===== src/rtl/rpic_pkg.sv =====
// Shared constants and types for the rotating-priority interrupt controller.
// Assumes a byte-wide register bus and eight request lines.
package rpic_pkg;

    localparam int LINES = 8;
    localparam int LVL_W = $clog2(LINES);
    localparam int BASE_W = 8 - LVL_W;

    // Initialisation progress; only ST_READY lets the output assert.
    typedef enum logic [2:0] {
        ST_RAW   = 3'd0,
        ST_BASE  = 3'd1,
        ST_CASC  = 3'd2,
        ST_MODE  = 3'd3,
        ST_READY = 3'd4
    } init_step_t;

    // Operation codes carried in bits 7:5 of an end-of-service command.
    typedef enum logic [2:0] {
        OP_ROT_AUTO_OFF = 3'd0,
        OP_EOI_PRIO     = 3'd1,
        OP_NOP          = 3'd2,
        OP_EOI_LEVEL    = 3'd3,
        OP_ROT_AUTO_ON  = 3'd4,
        OP_EOI_PRIO_ROT = 3'd5,
        OP_SET_LOWEST   = 3'd6,
        OP_EOI_LVL_ROT  = 3'd7
    } eoi_op_t;

endpackage


===== src/rtl/rpic_prio_pick.sv =====
// Rotating first-set-bit search. Scans the candidate vector starting one
// position above low_idx, wrapping around, and reports the first hit.
// Purely combinational; assumes N is a power of two.
module rpic_prio_pick #(
    parameter int N = 8,
    localparam int LW = $clog2(N)
) (
    input  logic [N-1:0]  cand,
    input  logic [LW-1:0] low_idx,
    output logic          hit,
    output logic [LW-1:0] lvl
);

    // Walk the N positions in rotated order and keep the first set one.
    always_comb begin
        hit = 1'b0;
        lvl = '0;
        for (int k = 1; k <= N; k++) begin
            logic [LW-1:0] pos;
            pos = low_idx + LW'(k);
            if (!hit && cand[pos]) begin
                hit = 1'b1;
                lvl = pos;
            end
        end
    end

endmodule


===== src/rtl/rpic_req_capture.sv =====
// Pending-request register. Each line is sensed either by level (bit
// follows the line) or by rising edge (bit latches until cleared).
// Assumes request lines are already synchronous to clk.
module rpic_req_capture #(
    parameter int N = 8,
    localparam int LW = $clog2(N)
) (
    input  logic          clk,
    input  logic          rst_n,
    input  logic [N-1:0]  lines,
    input  logic [N-1:0]  level_sel,
    input  logic          clr_all,
    input  logic          clr_one,
    input  logic [LW-1:0] clr_lvl,
    output logic [N-1:0]  pend
);

    for (genvar g = 0; g < N; g++) begin : g_line
        logic prev_q;
        logic req_q;
        logic rise;

        assign rise = lines[g] & ~prev_q;

        // Remember the previous line state for edge detection.
        always_ff @(posedge clk) begin
            if (!rst_n) prev_q <= 1'b0;
            else        prev_q <= lines[g];
        end

        // Update this line's pending bit by its selected trigger mode.
        always_ff @(posedge clk) begin
            if (!rst_n || clr_all)                   req_q <= 1'b0;
            else if (level_sel[g])                   req_q <= lines[g];
            else if (rise)                           req_q <= 1'b1;
            else if (clr_one && clr_lvl == LW'(g))   req_q <= 1'b0;
        end

        assign pend[g] = req_q;
    end

endmodule


===== src/rtl/rpic_cmd_decode.sv =====
// Splits a command-address write byte into its command class and fields.
// Combinational; the caller qualifies the outputs with the write strobe.
module rpic_cmd_decode
    import rpic_pkg::*;
(
    input  logic [7:0]       wdata,
    output logic             is_init,
    output logic             is_eoi,
    output logic             is_opt,
    output eoi_op_t          op,
    output logic [LVL_W-1:0] lvl,
    output logic             smm_load,
    output logic             smm_val,
    output logic             poll_arm,
    output logic             rsel_load,
    output logic             rsel_isr
);

    // Classify by bits 7, 4 and 3 and pull out the operand fields.
    always_comb begin
        is_init   = wdata[4];
        is_eoi    = (wdata[4:3] == 2'b00);
        is_opt    = !wdata[7] && (wdata[4:3] == 2'b01);
        op        = eoi_op_t'(wdata[7:5]);
        lvl       = wdata[LVL_W-1:0];
        smm_load  = wdata[6];
        smm_val   = wdata[5];
        poll_arm  = wdata[2];
        rsel_load = wdata[1];
        rsel_isr  = wdata[0];
    end

endmodule


===== src/rtl/rpic_ctrl.sv =====
// Eight-input rotating-priority interrupt controller, top level.
// Holds the initialisation sequencer, mode flags, mask and in-service
// registers; request capture and priority search live in submodules.
// Assumes software never issues a bus access in the same cycle as ack.
module rpic_ctrl
    import rpic_pkg::*;
(
    input  logic       clk,
    input  logic       rst_n,
    input  logic       bus_wr,
    input  logic       bus_rd,
    input  logic       bus_addr,
    input  logic [7:0] bus_wdata,
    output logic [7:0] bus_rdata,
    input  logic       trig_wr,
    input  logic [7:0] trig_wdata,
    input  logic [7:0] irq_lines,
    output logic       irq_out,
    input  logic       ack,
    output logic [7:0] ack_vector
);

    init_step_t        step_q;
    logic [BASE_W-1:0] base_q;
    logic              aeoi_q, rot_q, smm_q, poll_q, rdisr_q;
    logic [LVL_W-1:0]  low_q;
    logic [LINES-1:0]  imr_q, isr_q, trig_q;

    logic [LINES-1:0]  irr_w;
    logic [LINES-1:0]  svc_w, cand_w;
    logic              win_hit, eoi_hit, pending, ready, take;
    logic [LVL_W-1:0]  win_lvl, eoi_lvl;
    logic [LINES-1:0]  win_oh;

    logic              cmd_wr, data_wr, cmd_rd;
    logic              d_init, d_eoi, d_opt, d_smm_load, d_smm_val;
    logic              d_poll, d_rsel_load, d_rsel_isr;
    eoi_op_t           d_op;
    logic [LVL_W-1:0]  d_lvl;

    assign cmd_wr  = bus_wr && !bus_addr;
    assign data_wr = bus_wr && bus_addr;
    assign cmd_rd  = bus_rd && !bus_addr;
    assign ready   = (step_q == ST_READY);

    rpic_cmd_decode u_dec (
        .wdata     (bus_wdata),
        .is_init   (d_init),
        .is_eoi    (d_eoi),
        .is_opt    (d_opt),
        .op        (d_op),
        .lvl       (d_lvl),
        .smm_load  (d_smm_load),
        .smm_val   (d_smm_val),
        .poll_arm  (d_poll),
        .rsel_load (d_rsel_load),
        .rsel_isr  (d_rsel_isr)
    );

    // In-service bits that take part in the search (dropped in special mask mode).
    always_comb begin
        svc_w  = (smm_q && (imr_q != '0)) ? '0 : isr_q;
        cand_w = (irr_w & ~imr_q) | svc_w;
    end

    rpic_prio_pick #(.N(LINES)) u_win (
        .cand    (cand_w),
        .low_idx (low_q),
        .hit     (win_hit),
        .lvl     (win_lvl)
    );

    rpic_prio_pick #(.N(LINES)) u_eoi (
        .cand    (isr_q),
        .low_idx (low_q),
        .hit     (eoi_hit),
        .lvl     (eoi_lvl)
    );

    // A request wins only if the first candidate is not an in-service level.
    always_comb begin
        win_oh  = LINES'(1) << win_lvl;
        pending = ready && win_hit && ((win_oh & svc_w) == '0);
        take    = pending && (ack || (cmd_rd && !rdisr_q && poll_q));
    end

    assign irq_out    = pending;
    assign ack_vector = {base_q, pending ? win_lvl : LVL_W'(LINES - 1)};

    rpic_req_capture #(.N(LINES)) u_req (
        .clk       (clk),
        .rst_n     (rst_n),
        .lines     (irq_lines),
        .level_sel (trig_q),
        .clr_all   (cmd_wr && d_init),
        .clr_one   (take),
        .clr_lvl   (win_lvl),
        .pend      (irr_w)
    );

    // Read mux: mask on the data address, readback or poll result on command.
    always_comb begin
        if (bus_addr)     bus_rdata = imr_q;
        else if (rdisr_q) bus_rdata = isr_q;
        else if (poll_q)  bus_rdata = pending ? {1'b1, {(7 - LVL_W){1'b0}}, win_lvl} : 8'h00;
        else              bus_rdata = irr_w;
    end

    // Trigger-mode register, loaded only through its own strobe.
    always_ff @(posedge clk) begin
        if (!rst_n)       trig_q <= '0;
        else if (trig_wr) trig_q <= trig_wdata;
    end

    // Sequencer, mode flags, mask, in-service register and priority pointer.
    always_ff @(posedge clk) begin
        if (!rst_n) begin
            step_q  <= ST_RAW;
            base_q  <= '0;
            aeoi_q  <= 1'b0;
            rot_q   <= 1'b0;
            smm_q   <= 1'b0;
            poll_q  <= 1'b0;
            rdisr_q <= 1'b0;
            low_q   <= LVL_W'(LINES - 1);
            imr_q   <= '0;
            isr_q   <= '0;
        end else begin
            if (take) begin
                if (!aeoi_q) isr_q <= isr_q | win_oh;
                else if (rot_q) low_q <= win_lvl;
            end else if (cmd_wr && d_init) begin
                isr_q   <= '0;
                imr_q   <= '0;
                aeoi_q  <= 1'b0;
                rot_q   <= 1'b0;
                smm_q   <= 1'b0;
                poll_q  <= 1'b0;
                rdisr_q <= 1'b0;
                low_q   <= LVL_W'(LINES - 1);
                step_q  <= ST_BASE;
            end else if (cmd_wr && d_eoi) begin
                case (d_op)
                    OP_ROT_AUTO_OFF: rot_q <= 1'b0;
                    OP_ROT_AUTO_ON:  rot_q <= 1'b1;
                    OP_EOI_PRIO: begin
                        if (eoi_hit) isr_q[eoi_lvl] <= 1'b0;
                    end
                    OP_EOI_PRIO_ROT: begin
                        if (eoi_hit) begin
                            isr_q[eoi_lvl] <= 1'b0;
                            low_q          <= eoi_lvl;
                        end
                    end
                    OP_EOI_LEVEL:    isr_q[d_lvl] <= 1'b0;
                    OP_SET_LOWEST:   low_q <= d_lvl;
                    OP_EOI_LVL_ROT: begin
                        isr_q[d_lvl] <= 1'b0;
                        low_q        <= d_lvl;
                    end
                    default: ;
                endcase
            end else if (cmd_wr && d_opt) begin
                if (d_smm_load)  smm_q   <= d_smm_val;
                if (d_poll)      poll_q  <= 1'b1;
                if (d_rsel_load) rdisr_q <= d_rsel_isr;
            end else if (data_wr) begin
                case (step_q)
                    ST_BASE: begin
                        base_q <= bus_wdata[7:LVL_W];
                        step_q <= ST_CASC;
                    end
                    ST_CASC: step_q <= ST_MODE;
                    ST_MODE: begin
                        aeoi_q <= bus_wdata[1];
                        step_q <= ST_READY;
                    end
                    default: imr_q <= bus_wdata;
                endcase
            end
            if (cmd_rd && !rdisr_q && poll_q) poll_q <= 1'b0;
        end
    end

endmodule


===== config.mk =====
export PLATFORM = sky130hd
export DESIGN_NAME = rpic_ctrl
export DESIGN_NICKNAME = d
export VERILOG_FILES = /design/src/rtl/rpic_pkg.sv /design/src/rtl/rpic_prio_pick.sv /design/src/rtl/rpic_req_capture.sv /design/src/rtl/rpic_cmd_decode.sv /design/src/rtl/rpic_ctrl.sv
export SDC_FILE = /design/constraint.sdc
export NUM_CORES = 1
export LEC_CHECK = 0
export BUFFER_PORTS_ARGS = -buffer_cell sky130_fd_sc_hd__buf_4
export CAP_MARGIN = 10
export CELL_PAD_IN_SITES_DETAIL_PLACEMENT = 0
export CELL_PAD_IN_SITES_GLOBAL_PLACEMENT = 2
export CORE_AREA = 10 10 123 125
export DETAILED_ROUTE_END_ITERATION = 7
export DIE_AREA = 0 0 133 135
export GPL_TIMING_DRIVEN = 0
export PLACE_DENSITY_LB_ADDON = 0.12
export REMOVE_ABC_BUFFERS = 1
export SLEW_MARGIN = 40
export SYNTH_ARGS = -nofsm -noshare
export SYNTH_HDL_FRONTEND = slang
export SYNTH_HIERARCHICAL = 1
export SYNTH_SLANG_ARGS = --single-unit
export TNS_END_PERCENT = 30

===== constraint.sdc =====
create_clock -name clk -period 16.5 [get_ports clk]
set_input_delay 2.475 -clock clk [delete_from_list [all_inputs] [get_ports clk]]
set_output_delay 2.475 -clock clk [all_outputs]
set_load 0.02 [all_outputs]

[After elaboration in Yosys (flattened, before gate mapping)]
Index checks and enable logic that the tools add are counted.
Cells by class
  $add $sub $neg: 7
  multiply operators: 0
  div/mod/pow operators: 0
  magnitude comparators: 12
  equal/unequal tests: 26
  shift-type cells: 1
  multiplexer cells: 141
  bitwise operators: 30
  reduce and logical (&&, ||, !) cells: 97
Operators by type and width (count)
  8-bit 2-to-1 mux: 15
  3-bit 2-to-1 mux: 27
  1-bit 2-to-1 mux: 77
  1-bit binary-select mux with 3-bit select: 16
  3-bit by 4-bit less-than comparator with 1-bit output, second input constant: 10
  1-bit logical AND: 37
  8-bit bitwise AND: 4
  3-bit nonzero test: 10
  3-bit == test, second input constant: 9
  8-bit NOT: 3
  5-bit AND reduction: 4
  1-bit zero test: 18
  8-bit OR: 2
  8-bit one-hot mux with 2 select lines: 1
  4-bit AND reduction: 4
  3-bit by 2-bit == test with 1-bit output, second input constant: 5
  2-bit nonzero test: 7
  1-bit NOT: 13
  3-bit adder, second input constant: 4
  4-bit nonzero test: 3
  3-bit by 1-bit == test with 1-bit output, second input constant: 3
  3-bit one-hot mux with 3 select lines: 1
  1-bit bitwise AND: 8
  8-bit zero test: 1
  20 further kinds: 32
Storage, ports and cells
  register bits after elaboration: 56
  bits in latches: 0
  bits in writable memories: 0
  ROM bits: 0
  output and inout port bits: 17
  logic and storage cells: 341
  memories: 0

[Depth between registers and ports, before layout]
  word-level depth: 37
  mapped depth: 20
  depth with buffers taken out: 16

[Modules after synthesis]
Netlist, hierarchy kept.
By module, submodules not included
  rpic_ctrl: times used 1, cells an instance 309, area an instance 2478.6 sq um
  rpic_prio_pick: times used 2, cells an instance 93, area an instance 785.8 sq um
  rpic_req_capture: times used 1, cells an instance 79, area an instance 680.7 sq um
  rpic_cmd_decode: times used 1, cells an instance 14, area an instance 106.4 sq um

[Least setup slack after synthesis]
OpenSTA, ideal clock, no wires.
  path kind: flip-flop to output port
  start point: register low_q[1]
  end point: output bus_rdata[0]
  arrival: 5.704 ns
  required time: 14.025 ns
  slack: 8.321 ns
  stages on the path, launching flop included: 18
  cell sequence: dfxtp_1 > clkbuf_1 > clkbuf_1 > inv_1 > ha_1 > clkbuf_1 > mux4_1 > mux2_4 > or4_1 > buf_2 > nor2_1 > nand3_1 > a31oi_1 > mux4_2 > mux2_2 > a21oi_1 > a31oi_1 > a21oi_1
On the way
  word-level cells in the longest chain between the ends: 33
Ends and longest elaborated chain
  start: declaration: RTL line rpic_ctrl.sv:26  | logic [LVL_W-1:0] low_q;
  start signal: assignment: RTL line rpic_ctrl.sv:125  | low_q <= LVL_W'(LINES - 1);
  start signal: assignment: RTL line rpic_ctrl.sv:131  | else if (rot_q) low_q <= win_lvl;
  start signal: assignment: RTL line rpic_ctrl.sv:140  | low_q <= LVL_W'(LINES - 1);
  3-bit by 1-bit adder with 3-bit output: RTL line rpic_prio_pick.sv:20  | pos = low_idx + LW'(k);
  1-bit binary-select mux with 3-bit select: RTL line rpic_prio_pick.sv:21  | if (!hit && cand[pos]) begin
  1-bit 2-to-1 mux (implied by the code): RTL line rpic_prio_pick.sv:21
  1-bit 2-to-1 mux: RTL line rpic_prio_pick.sv:21
  1-bit zero test: RTL line rpic_prio_pick.sv:21
  1-bit logical AND: RTL line rpic_prio_pick.sv:21
  1-bit 2-to-1 mux: RTL line rpic_prio_pick.sv:21
  1-bit zero test: RTL line rpic_prio_pick.sv:21
  (+17 left out)
  named net win_lvl[0]: RTL line rpic_ctrl.sv:32  | logic [LVL_W-1:0] win_lvl, eoi_lvl;
  1-bit by 3-bit << shifter with 8-bit output (*): RTL line rpic_ctrl.sv:82  | win_oh = LINES'(1) << win_lvl;
  8-bit bitwise AND (*): RTL line rpic_ctrl.sv:83  | pending = ready && win_hit && ((win_oh & svc_w) == '0);
  8-bit zero test (*): RTL line rpic_ctrl.sv:83
  1-bit logical AND (*): RTL line rpic_ctrl.sv:83
  named net irq_out: RTL line rpic_ctrl.sv:18  | output logic irq_out,
  8-bit 2-to-1 mux (*) (2 in a row): RTL line rpic_ctrl.sv:105  | else if (poll_q) bus_rdata = pending ? {1'b1, {(7 - LVL_W){1'b0}}, win_lvl} : 8'h00;
  8-bit 2-to-1 mux (*): RTL line rpic_ctrl.sv:104  | else if (rdisr_q) bus_rdata = isr_q;
  8-bit 2-to-1 mux (*): RTL line rpic_ctrl.sv:103  | if (bus_addr) bus_rdata = imr_q;
  end: declaration: RTL line rpic_ctrl.sv:14  | output logic [7:0] bus_rdata,
Mark *: on every way through the listed nets, which the timed path passes. The rest lies on a longest branch. The select of a mux whose other input is x is not followed.

[Worst setup path in the final report]
  start point: register low_q[1]
  end point: output bus_rdata[1]
On the way
  word-level cells in the longest chain between the ends: 33
Ends and longest elaborated chain (RTL line)
  3-bit by 1-bit adder with 3-bit output: rpic_prio_pick.sv:20
  1-bit binary-select mux with 3-bit select: rpic_prio_pick.sv:21
  1-bit 2-to-1 mux (implied by the code): rpic_prio_pick.sv:21
  1-bit 2-to-1 mux: rpic_prio_pick.sv:21
  1-bit zero test: rpic_prio_pick.sv:21
  1-bit logical AND: rpic_prio_pick.sv:21
  1-bit 2-to-1 mux: rpic_prio_pick.sv:21
  1-bit zero test: rpic_prio_pick.sv:21
  (+17 left out)
  named net win_lvl[0]: rpic_ctrl.sv:32
  1-bit by 3-bit << shifter with 8-bit output (*): rpic_ctrl.sv:82
  8-bit bitwise AND (*): rpic_ctrl.sv:83
  8-bit zero test (*): rpic_ctrl.sv:83
  1-bit logical AND (*): rpic_ctrl.sv:83
  8-bit 2-to-1 mux (*) (2 in a row): rpic_ctrl.sv:105
  8-bit 2-to-1 mux (*): rpic_ctrl.sv:104
  8-bit 2-to-1 mux (*): rpic_ctrl.sv:103
Marks and branches as above.

==> run summary <==
Outcome: completed
Max FO, Critical Path: 34
Fin crit period: 8.67 ns
H-tree Lvls: 2
Number of global-route vias before repair: 4333
Setup slack, reg-to-reg: 10.26 ns
RePlAce Congestion: 0.822
Tot GR Track Use: 15.8%
Core area: 12600 um^2
Total power draw: 0.432 mW
Antenna violations before repair: 0
Post-Syn Instances: 588
CTS Sinks: 56
Placed standard-cell area: 5130 um^2
Via density: 5.83
Max-slew violations: 0
TritonCTS clock tree: done
Final setup violation count: 0
Least-Margin Pin Slew: 0.762 ns
Synth area leaders: dfxtp_1 23%, mux2i_1 6.0%, mux4_1 5.4%
Total Wirelength: 14.6 mm
Skew final: 0.00346 ns
Warnings, synthesis: 6
Sequential share of the synthesized area: 23.2%
Top Family by Delay on Critical Path: multiplexers
Hold Path Class: reg2reg
Setup TNS: 0 ns
Synth cell types: 69
Yosys reg bits: 56
Routed via count: 4455
Critical path's largest stage delay: 0.80 ns
Crit path DAT: 6.19 ns
Mapped Avg Cell Area: 8.23 um^2
Peak supply drop: 0.0602 mV
Critical path class: reg2out
Die area: 18000 um^2
Reg clk slew, reported paths: 0.07 ns
Dpl ws: 8.10 ns
Remaining DRCs: 0
Number of port buffers: 47
Unrepaired setup endpoints after global routing: false
Initial Utilization: 38.5%
Clk root buf: clkbuf_16
Router iterations before antenna repair: 5
CTS max path bufs: 2
Fin area: 5280 um^2
Count leader, synth: dfxtp_1
Die height: 135 um
Post-synth EDFFs: 0
Final HPWL DP: 10.8 mm
CP startpoint kind: flop
Share of cells above drive strength 1: 14.7%
Pwr per Cell Area: 81.8 nW/um^2
Antenna diodes: 0
Worst Path Required: 14.03 ns
Gates resized, CTS repair: 0
Top cells by count, synth: 56 x dfxtp_1, 46 x nor2_1, 42 x inv_1
Cts hold-fix bufs: 0
Post-CTS Setup Repair Bufs: 0
Clk_lat worst skew: 0.30 ns
Mapped Area: 4840 um^2
Slew Limit Headroom: 49.2%
Die width: 133 um
Top cell type's share of synthesized area: 23.2%
I/O pin total: 48
Dpl cells: 756
WL per Instance: 19.1 um
Initial drt markers: 359
Crit path max-delay cell type: dfxtp_2
Cts bufs inserted: 5
Congestion Overflow GR: 0
ANT nets after route: 0
Maxcap violations: 0
Final worst setup slack: 7.83 ns
Area delta synth->final: 9.08%
Critical path endpoint category: output port
Final Hold Viols: 0
Largest net degree at the start of global routing: 35
LEAKAGE: 2.13 nW
Worst-path cell chain: inv_1 -> ha_1 -> mux4_1 -> mux2_2 -> or4_1 -> nor2_1 -> nand3_1 -> a31oi_4 -> buf_8 -> mux4_2 -> mux2_2 -> a21oi_1 -> a31oi_1 -> a21oi_1 -> buf_4
First-pass GRT wire length: 23.4 mm
Nets@finish: 626
Synth Flop Type: dfxtp_1
Final Non-Filler Cells: 764
CP bufs+invs: 3
Synth area leader: dfxtp_1
Fmax: 115 MHz
Crit share post-route: 52.5%
Site row count: 41
Async SR Flop Fraction: 0%
-- per-layer routing --
layer | routed length, um | part of all wire, % | track usage, %
met5 | 0 | 0 | 0
met4 | 155 | 1.1 | 3.12
met1 | 7080 | 49 | 20.7
met2 | 6830 | 47 | 26.6
met3 | 505 | 3.5 | 2.49
-- placed cells by master (no fill, tap or decap), drive strengths merged, types with 3 or more instances in the layout --
| cell | synthesis | layout |
|---|---|---|
| nand4 | 6 | 6 |
| dfxtp | 56 | 56 |
| a21oi | 41 | 41 |
| o21ai | 35 | 35 |
| o21a | 4 | 4 |
| a221o | 4 | 4 |
| a31oi | 14 | 14 |
| a22oi | 8 | 8 |
| a211o | 4 | 4 |
| nand2 | 41 | 41 |
| nand3 | 19 | 19 |
| a221oi | 6 | 6 |
| buf | 31 | 50 |
| clkbuf | 23 | 6 |
| or4 | 7 | 7 |
| nand2b | 13 | 13 |
| and2 | 8 | 8 |
| nor2 | 46 | 46 |
| o211ai | 11 | 11 |
| nor2b | 9 | 9 |
| xor2 | 4 | 4 |
| o31ai | 5 | 5 |
| o311ai | 9 | 9 |
| nor3 | 8 | 8 |
| a22o | 11 | 11 |
| o2111ai | 3 | 3 |
| inv | 42 | 42 |
| mux2i | 29 | 29 |
| a211oi | 3 | 3 |
| nand3b | 8 | 8 |
| nor3b | 4 | 4 |
| ha | 4 | 4 |
| nand4bb | 3 | 3 |
| mux2 | 21 | 21 |
| mux4 | 16 | 16 |
-- power by group --
group | total (mW) | internal, mW | switching, mW
clock network | 0.108 | 0.0568 | 0.0510
registers | 0.152 | 0.141 | 0.0111
logic | 0.171 | 0.0677 | 0.104
-- worst reg2reg max path, cell delays in order, from the launching register on --
cell and delay (ns):
dfxtp_2 0.80, inv_1 0.28, ha_1 0.57, mux4_1 0.48
mux2_2 0.36, or4_1 0.62, nor2_1 0.15, nand3_1 0.13
a31oi_4 0.24, buf_8 0.20, mux4_2 0.51, mux2_2 0.31
a221oi_4 0.60, buf_6 0.25, mux2_2 0.37, a221oi_1 0.27
-- layout make-up --
cell class                      count  area (um^2)
Timing Repair Buffer               50          390
Sequential cell                    56         1130
Inverter                           43          161
Clock inverter                      2         16.3
Tap cell                          172          215
Multi-Input combinational cell    435         3240
Fill cell                        1324         7290
Clock buffer                        6          129
-- state kept, by name, indices dropped and copies added, names as in the netlist --
register and flops:
isr_q 8, rdisr_q 1, poll_q 1, u_req/g_line.prev_q 8, smm_q 1, aeoi_q 1, step_q 3, trig_q 8
rot_q 1, low_q 3, base_q 5, imr_q 8, u_req/g_line.req_q 8
-- path summary, 6_finish.rpt --
path                   to  depth (start not counted)     start
max          bus_rdata[1]                         15  low_q[1]
max reg2reg      isr_q[4]                         15  low_q[1]
min reg2reg         rot_q                          2     rot_q
min                 rot_q                          2     rot_q
-- through the flow --
step | hold slack (ns) | utilization, %
2_1_floorplan | 0.454 | -
3_3_place_gp | 0.468 | 40.3
3_5_place_dp | 0.480 | 40.8
4_1_cts | 0.491 | 42.0
5_1_grt | 0.534 | 42.0
6_report | 0.495 | 42.0
-- kinds of logic after synthesis --
logic type                 after synthesis  synth area share (%)
DFF                                     56                  23.2
adders and majority gates                4                  1.03
AOI/OAI and AO/OA                      176                  25.1
muxes                                   66                  19.4
xor gates and xnor gates                 6                  1.09
buffers and inverters                   97                  10.2
and+or+nand+nor                        183                  19.9
(Power assumes the default switching activity.)
